==> src/rtl/sreg_pkg.sv <==
package sreg_pkg;

    localparam int BYTE_W = 8;
    localparam int CNT_W  = $clog2(BYTE_W + 1);

    typedef logic [BYTE_W-1:0] byte_t;

    // Transaction phase of the target
    typedef enum logic [3:0] {
        PH_IDLE,
        PH_ADDR,
        PH_ADDR_ACK,
        PH_PTR,
        PH_PTR_ACK,
        PH_WBYTE,
        PH_WBYTE_ACK,
        PH_RBYTE,
        PH_RBYTE_ACK
    } phase_t;

    // Synchronised bus levels and the events derived from them
    typedef struct packed {
        logic clk_lvl;
        logic dat_lvl;
        logic clk_rise;
        logic clk_fall;
        logic begin_cond;
        logic end_cond;
    } bus_view_t;

    function automatic logic addr_hit(input byte_t b, input logic [6:0] own);
        return b[BYTE_W-1:1] == own;
    endfunction

endpackage

==> src/rtl/sreg_sync.sv <==
module sreg_sync
    import sreg_pkg::*;
#(
    parameter int STAGES = 2
) (
    input  logic      clk,
    input  logic      rst,
    input  logic      scl_in,
    input  logic      sda_in,
    output bus_view_t view
);

    logic [STAGES-1:0] clk_q;
    logic [STAGES-1:0] dat_q;
    logic              clk_prev;
    logic              dat_prev;

    generate
        for (genvar s = 0; s < STAGES; s++) begin : g_stage
            if (s == 0) begin : g_first
                always_ff @(posedge clk) begin
                    if (rst) begin
                        clk_q[0] <= 1'b1;
                        dat_q[0] <= 1'b1;
                    end else begin
                        clk_q[0] <= scl_in;
                        dat_q[0] <= sda_in;
                    end
                end
            end else begin : g_next
                always_ff @(posedge clk) begin
                    if (rst) begin
                        clk_q[s] <= 1'b1;
                        dat_q[s] <= 1'b1;
                    end else begin
                        clk_q[s] <= clk_q[s-1];
                        dat_q[s] <= dat_q[s-1];
                    end
                end
            end
        end
    endgenerate

    always_ff @(posedge clk) begin
        if (rst) begin
            clk_prev <= 1'b1;
            dat_prev <= 1'b1;
        end else begin
            clk_prev <= clk_q[STAGES-1];
            dat_prev <= dat_q[STAGES-1];
        end
    end

    always_comb begin
        view.clk_lvl    = clk_q[STAGES-1];
        view.dat_lvl    = dat_q[STAGES-1];
        view.clk_rise   = clk_q[STAGES-1] & ~clk_prev;
        view.clk_fall   = ~clk_q[STAGES-1] & clk_prev;
        view.begin_cond = clk_q[STAGES-1] & clk_prev & dat_prev & ~dat_q[STAGES-1];
        view.end_cond   = clk_q[STAGES-1] & clk_prev & ~dat_prev & dat_q[STAGES-1];
    end

    AST_COND_NEEDS_HIGH_CLK: assert property (@(posedge clk) disable iff (rst)
        (view.begin_cond || view.end_cond) |-> $past(view.clk_lvl))
        else $error("start/stop seen with clock low");

endmodule

==> src/rtl/sreg_ptr.sv <==
module sreg_ptr #(
    parameter int PTR_W = 4
) (
    input  logic             clk,
    input  logic             rst,
    input  logic             load,
    input  logic [PTR_W-1:0] load_val,
    input  logic             step,
    output logic [PTR_W-1:0] ptr
);

    always_ff @(posedge clk) begin
        if (rst) begin
            ptr <= '0;
        end else if (load) begin
            ptr <= load_val;
        end else if (step) begin
            ptr <= ptr + 1'b1;
        end
    end

    AST_PTR_STEP: assert property (@(posedge clk) disable iff (rst)
        (step && !load) |=> ptr == $past(ptr) + 1'b1)
        else $error("pointer did not advance by one");

    AST_PTR_WRAP: assert property (@(posedge clk) disable iff (rst)
        (step && !load && ptr == '1) |=> ptr == '0)
        else $error("pointer did not wrap to zero");

    AST_PTR_LOAD: assert property (@(posedge clk) disable iff (rst)
        load |=> ptr == $past(load_val))
        else $error("pointer load lost");

endmodule

==> src/rtl/sreg_fsm.sv <==
module sreg_fsm
    import sreg_pkg::*;
#(
    parameter logic [6:0] OWN_ADDR = 7'b1101000,
    parameter int         PTR_W    = 4
) (
    input  logic             clk,
    input  logic             rst,
    input  bus_view_t        view,
    input  logic [PTR_W-1:0] ptr,
    input  byte_t            rd_data,
    output logic             sda_pull,
    output logic             wr_en,
    output logic [PTR_W-1:0] wr_addr,
    output byte_t            wr_data,
    output logic             ptr_load,
    output logic [PTR_W-1:0] ptr_load_val,
    output logic             ptr_step
);

    localparam logic [CNT_W-1:0] FULL_CNT = CNT_W'(BYTE_W);
    localparam logic [CNT_W-1:0] LAST_TX  = CNT_W'(BYTE_W - 1);

    phase_t           phase;
    byte_t            shreg;
    logic [CNT_W-1:0] bitcnt;
    logic             dir_read;
    logic             ctrl_ack;

    always_ff @(posedge clk) begin
        if (rst) begin
            phase        <= PH_IDLE;
            shreg        <= '0;
            bitcnt       <= '0;
            dir_read     <= 1'b0;
            ctrl_ack     <= 1'b0;
            sda_pull     <= 1'b0;
            wr_en        <= 1'b0;
            wr_addr      <= '0;
            wr_data      <= '0;
            ptr_load     <= 1'b0;
            ptr_load_val <= '0;
            ptr_step     <= 1'b0;
        end else begin
            wr_en    <= 1'b0;
            ptr_load <= 1'b0;
            ptr_step <= 1'b0;
            if (view.begin_cond) begin
                phase    <= PH_ADDR;
                bitcnt   <= '0;
                sda_pull <= 1'b0;
            end else if (view.end_cond) begin
                phase    <= PH_IDLE;
                bitcnt   <= '0;
                sda_pull <= 1'b0;
            end else begin
                unique case (phase)
                    PH_IDLE: begin
                        sda_pull <= 1'b0;
                    end
                    PH_ADDR, PH_PTR, PH_WBYTE: begin
                        if (view.clk_rise && bitcnt != FULL_CNT) begin
                            shreg  <= {shreg[BYTE_W-2:0], view.dat_lvl};
                            bitcnt <= bitcnt + 1'b1;
                        end
                        if (view.clk_fall && bitcnt == FULL_CNT) begin
                            bitcnt <= '0;
                            if (phase == PH_ADDR) begin
                                if (addr_hit(shreg, OWN_ADDR)) begin
                                    dir_read <= shreg[0];
                                    sda_pull <= 1'b1;
                                    phase    <= PH_ADDR_ACK;
                                end else begin
                                    phase <= PH_IDLE;
                                end
                            end else if (phase == PH_PTR) begin
                                ptr_load     <= 1'b1;
                                ptr_load_val <= shreg[PTR_W-1:0];
                                sda_pull     <= 1'b1;
                                phase        <= PH_PTR_ACK;
                            end else begin
                                wr_en    <= 1'b1;
                                wr_addr  <= ptr;
                                wr_data  <= shreg;
                                sda_pull <= 1'b1;
                                phase    <= PH_WBYTE_ACK;
                            end
                        end
                    end
                    PH_ADDR_ACK: begin
                        if (view.clk_fall) begin
                            bitcnt <= '0;
                            if (dir_read) begin
                                shreg    <= rd_data;
                                sda_pull <= ~rd_data[BYTE_W-1];
                                phase    <= PH_RBYTE;
                            end else begin
                                sda_pull <= 1'b0;
                                phase    <= PH_PTR;
                            end
                        end
                    end
                    PH_PTR_ACK: begin
                        if (view.clk_fall) begin
                            sda_pull <= 1'b0;
                            phase    <= PH_WBYTE;
                        end
                    end
                    PH_WBYTE_ACK: begin
                        if (view.clk_rise) begin
                            ptr_step <= 1'b1;
                        end
                        if (view.clk_fall) begin
                            sda_pull <= 1'b0;
                            phase    <= PH_WBYTE;
                        end
                    end
                    PH_RBYTE: begin
                        if (view.clk_fall) begin
                            if (bitcnt == LAST_TX) begin
                                sda_pull <= 1'b0;
                                phase    <= PH_RBYTE_ACK;
                            end else begin
                                shreg    <= {shreg[BYTE_W-2:0], 1'b0};
                                sda_pull <= ~shreg[BYTE_W-2];
                                bitcnt   <= bitcnt + 1'b1;
                            end
                        end
                    end
                    PH_RBYTE_ACK: begin
                        if (view.clk_rise) begin
                            ctrl_ack <= ~view.dat_lvl;
                            ptr_step <= ~view.dat_lvl;
                        end
                        if (view.clk_fall) begin
                            bitcnt <= '0;
                            if (ctrl_ack) begin
                                shreg    <= rd_data;
                                sda_pull <= ~rd_data[BYTE_W-1];
                                phase    <= PH_RBYTE;
                            end else begin
                                sda_pull <= 1'b0;
                                phase    <= PH_IDLE;
                            end
                        end
                    end
                    default: begin
                        sda_pull <= 1'b0;
                        phase    <= PH_IDLE;
                    end
                endcase
            end
        end
    end

    AST_START_ENTERS_ADDR: assert property (@(posedge clk) disable iff (rst)
        view.begin_cond |=> (phase == PH_ADDR && !sda_pull))
        else $error("start did not restart address reception");

    AST_ACK_HELD: assert property (@(posedge clk) disable iff (rst)
        ((phase == PH_ADDR_ACK || phase == PH_PTR_ACK || phase == PH_WBYTE_ACK)
         && view.clk_lvl) |-> sda_pull)
        else $error("acknowledge not held during high clock");

    AST_IDLE_QUIET: assert property (@(posedge clk) disable iff (rst)
        (phase == PH_IDLE) |-> (!sda_pull && !wr_en))
        else $error("activity while idle");

    AST_WR_PULSE: assert property (@(posedge clk) disable iff (rst)
        wr_en |=> !wr_en)
        else $error("write strobe longer than one cycle");

    AST_NACK_NO_STEP: assert property (@(posedge clk) disable iff (rst)
        (phase == PH_RBYTE_ACK && view.clk_rise && view.dat_lvl) |=> !ptr_step)
        else $error("pointer stepped on controller NACK");

    AST_SDA_LOW_PHASE: assert property (@(posedge clk) disable iff (rst)
        (sda_pull != $past(sda_pull)) |-> !view.clk_lvl)
        else $error("data line changed while clock high");

endmodule

==> src/rtl/serial_reg_target.sv <==
module serial_reg_target
    import sreg_pkg::*;
#(
    parameter logic [6:0] OWN_ADDR    = 7'b1101000,
    parameter int         PTR_W       = 4,
    parameter int         SYNC_STAGES = 2
) (
    input  logic             clk,
    input  logic             rst,
    input  logic             scl_in,
    input  logic             sda_in,
    output logic             sda_pull,
    output logic             wr_en,
    output logic [PTR_W-1:0] wr_addr,
    output logic [7:0]       wr_data,
    output logic [PTR_W-1:0] rd_addr,
    input  logic [7:0]       rd_data
);

    bus_view_t        view;
    logic [PTR_W-1:0] ptr;
    logic             ptr_load;
    logic [PTR_W-1:0] ptr_load_val;
    logic             ptr_step;

    sreg_sync #(.STAGES(SYNC_STAGES)) u_sync (
        .clk    (clk),
        .rst    (rst),
        .scl_in (scl_in),
        .sda_in (sda_in),
        .view   (view)
    );

    sreg_fsm #(.OWN_ADDR(OWN_ADDR), .PTR_W(PTR_W)) u_fsm (
        .clk          (clk),
        .rst          (rst),
        .view         (view),
        .ptr          (ptr),
        .rd_data      (rd_data),
        .sda_pull     (sda_pull),
        .wr_en        (wr_en),
        .wr_addr      (wr_addr),
        .wr_data      (wr_data),
        .ptr_load     (ptr_load),
        .ptr_load_val (ptr_load_val),
        .ptr_step     (ptr_step)
    );

    sreg_ptr #(.PTR_W(PTR_W)) u_ptr (
        .clk      (clk),
        .rst      (rst),
        .load     (ptr_load),
        .load_val (ptr_load_val),
        .step     (ptr_step),
        .ptr      (ptr)
    );

    assign rd_addr = ptr;

endmodule

==> config.mk <==
export PLATFORM = sky130hd
export DESIGN_NAME = serial_reg_target
export DESIGN_NICKNAME = d
export VERILOG_FILES = /design/src/rtl/sreg_pkg.sv /design/src/rtl/sreg_sync.sv /design/src/rtl/sreg_ptr.sv /design/src/rtl/sreg_fsm.sv /design/src/rtl/serial_reg_target.sv
export SDC_FILE = /design/constraint.sdc
export NUM_CORES = 1
export LEC_CHECK = 0
export BUFFER_PORTS_ARGS = -buffer_cell sky130_fd_sc_hd__buf_2
export CORE_ASPECT_RATIO = 0.7
export CORE_UTILIZATION = 62
export DETAILED_ROUTE_END_ITERATION = 8
export PLACE_DENSITY = 0.9
export SYNTH_ARGS = -nofsm -noshare
export SYNTH_HDL_FRONTEND = slang
export SYNTH_SLANG_ARGS = --single-unit
==> constraint.sdc <==
create_clock -name clk -period 4.9 [get_ports clk]
set_input_delay 0.49 -clock clk [delete_from_list [all_inputs] [get_ports clk]]
set_output_delay 0.49 -clock clk [all_outputs]
set_load 0.005 [all_outputs]
==> reports/results.ini <==
[layout]
multi_input_area_sq_mm = 0.001310
fillCellCount = 294
insertedDiodeCount = 0
drive_gt1_share_pct = 17.92
final_nets = 321
stdcell_area_sq_mm = 0.002616
seq_area_sq_um = 960.9
area_growth_pct = 8.398

[cts]
cts_inserted_buffers = 5
postCtsSetupBuffers = 0
clkSlewWorstSetupHoldPaths_ps = 90
cts_tree = built
cts_resized = 0
hold_buffers = 0
clk_path_buf_depth = 2
clk_latency_ps = 300
cts_root_buf = clkbuf_8
numClockSinks = 48
htreeDepth = 2

[synthesis]
yosysTopAreaCellShare_pct = 39.81
ys.flop_type = dfxtp_1
synth.net_count = 304
yosysTopAreaCell = dfxtp_1
synth_common_cells = dfxtp_1, nand2_1, nor2_1, a21oi_1, mux2i_1
syn_inst = 289
yosys.area_share.simple_pct = 25.66
synthAdderAreaFrac_pct = 1.970
synthArstFlopShare_pct = 0
seq_area_frac_synth_pct = 39.81
synth_cell_type_count = 57
synth_area_per_cell_sq_um = 8.351
yosys_warnings = 0
synthMuxAreaShare_pct = 5.806
synth_compound_area_share_pct = 18.71
synth_edf_count = 0
synth_most_common_cell = dfxtp_1
ys_ff_latch = 48
synth_top_family_by_area = simple AND/OR/NAND/NOR gates
synthXorXnorAreaFrac_pct = 2.125
yosys-top-cells-area = dfxtp_1, nand2_1, mux2i_1
synthesis.area_sq_mm = 0.002414

[critical_path]
r2r_cells = 6
reg2reg_slack_ps = 2370
r2r-start = u_fsm.phase[3]
worstReg2RegEnd = u_fsm.shreg[2]
crit_fanout = 20
endpoint_kind = register
cp.arrival_ps = 2750
cp.required_ps = 5110
start_kind = register
path_class = register to register

[flow_run]
cap_viol_max_count = 0

[power_and_ir_drop]
ir_drop_v = 0.0002667
report.power.total_mw = 0.7290
power-per-cell-area_mw_per_mm2 = 278.7
leakagePower_nw = 1.024

[routing]
route.vias.total = 2160
routedWlPerCell_um = 15.64
ant_nets = 0
post-route-drc-count = 0
dr.pass1.iters = 5
first_iter_violations = 232
via_per_inst = 6.050
routed_wl_um = 5583

[grt]
grt_use_met2_pct = 42.04
grt_first_pass_wirelength_um = 8769
grt_use_met3_pct = 6.102
grt_overflow = 0
use_met1_pct = 38.89
busiest_layer = met2
track_usage_pct = 27.79
grt_start_max_net_pins = 41
grt_pass1_vias = 1782
antenna_found_initial = 0

[timing]
fmax_mhz = 394.7
finalClockSkew_ps = 4.798
period_needed_ps = 2534
finalSetupTns_ps = 0
rsz0062_at_grt = false
hold_viol_final = 0
setup_viol = 0
fin_crit_sh_pct = 51.71
slew_violations = 0
worstMarginPinSlew_ps = 712.0
worst_slack_ps = 2366
slew_headroom_pct = 52.47
hold_slack_ps = 359.2

[status]
status = finished, final reports clean

[placement]
dp_hpwl_um = 3880
post_dp_cell_area_sq_mm = 0.002501
place_congestion = 1.014
port_buffers = 29
place_ws_ps = 2456

[floorplan]
initial_core_util_pct = 66.56
die_h_um = 54.20
num_rows = 18
die_x_um = 76.58
io_pins = 30
die-area_sq_mm = 0.004150
coreArea_sq_mm = 0.003626

[hold_path]
holdPathStages = 2
min_to = u_sync.clk_q[0]
holdCritStartpoint = scl_in
hp-class = input pin to register

==> registers in the layout, summed over array words and instances, names as in the netlist <==
| register | count |
|---|---|
| u_fsm.ptr_load_val | 4 |
| u_fsm.wr_en | 1 |
| u_fsm.ptr_load | 1 |
| u_sync.view | 2 |
| u_fsm.ptr_step | 1 |
| u_sync.clk_prev | 1 |
| u_fsm.shreg | 8 |
| u_ptr.ptr | 4 |
| u_fsm.wr_data | 8 |
| u_sync.dat_q | 1 |
| u_fsm.ctrl_ack | 1 |
| u_sync.clk_q | 1 |
| u_fsm.wr_addr | 4 |
| u_fsm.dir_read | 1 |
| u_fsm.phase | 4 |
| u_fsm.bitcnt | 4 |
| u_sync.dat_prev | 1 |
| u_fsm.sda_pull | 1 |
==> how the worst max path moves through the flow <==
stage                          from               to  slack [ps]
floorplan           u_fsm.bitcnt[0]  u_fsm.bitcnt[0]        3140
global placement     u_fsm.phase[3]   u_fsm.shreg[0]        2530
detailed placement   u_fsm.phase[3]   u_fsm.shreg[2]        2460
CTS                  u_fsm.phase[3]   u_fsm.shreg[2]        2400
global route         u_fsm.phase[3]   u_fsm.shreg[2]        2160
finish               u_fsm.phase[3]   u_fsm.shreg[2]        2370
==> through the flow <==
stage               std cells  util [%]
floorplan                 289         -
global placement          349     68.98
detailed placement        349     68.98
CTS                       357     72.15
global route              357     72.15
finish                    357     72.15
==> worst max-delay path, cell delays in order, from the launching register on <==
cell,delay [ps]
dfxtp_1,790
xor2_2,310
nand2_4,160
o211ai_2,200
and3_1,610
nor2_1,100
a211oi_1,260
==> final cells by class <==
class                      count  share of cell area, %
clock buffer                   5                  2.630
clock inverter                 3                  1.769
timing repair buffer          29                  5.548
multi-input combinational    216                  50.07
tap                           50                  2.391
sequential                    48                  36.73
inverter                       6                 0.8608
==> logic make-up after synthesis <==
logic type               count (synthesis)
adder cells (fa/ha/maj)                  4
buffers and inverters                   25
AND/OR/NAND/NOR                        128
multiplexers                            14
flip-flops                              48
AO/OA/AOI/OAI                           65
XOR/XNOR                                 5
==> power by group <==
group	total, mW	internal (mW)	switching, mW
Clock	0.295	0.154	0.141
Combinational	0.0338	0.0127	0.0211
Sequential	0.400	0.394	0.00603
Total	0.729	0.561	0.169
==> routing by layer <==
layer	share of wire (%)	up-vias
met1	45	1002
met5	0	-
met4	1.6	0
met2	45	106
li1	-	1041
met3	8.0	11
==> cells in the final DEF, fill, tap and decap left out, types with 2 or more instances in the layout <==
cell       n
nand4_1    3
o22ai_1    4
o211ai_1   3
nand2_1   44
xnor2_1    2
o21bai_1   2
and2_1     3
nand2b_1   7
a211oi_2   3
a21oi_1   24
nor4_1     2
mux2i_1   14
or3_1      4
xor2_1     2
nor2_2     4
inv_1      6
clkbuf_8   5
nand3_1    7
and3_1     3
nor3_1     3
a31oi_1    3
o21ai_0    3
nor2_1    31
or2_2      5
o21ai_1    2
and3b_1    2
ha_1       3
dfxtp_1   48
a211oi_1   7
nor2b_1    3
buf_2     29
nand3b_1   2
Note: power is estimated with default switching activity, not from simulation.
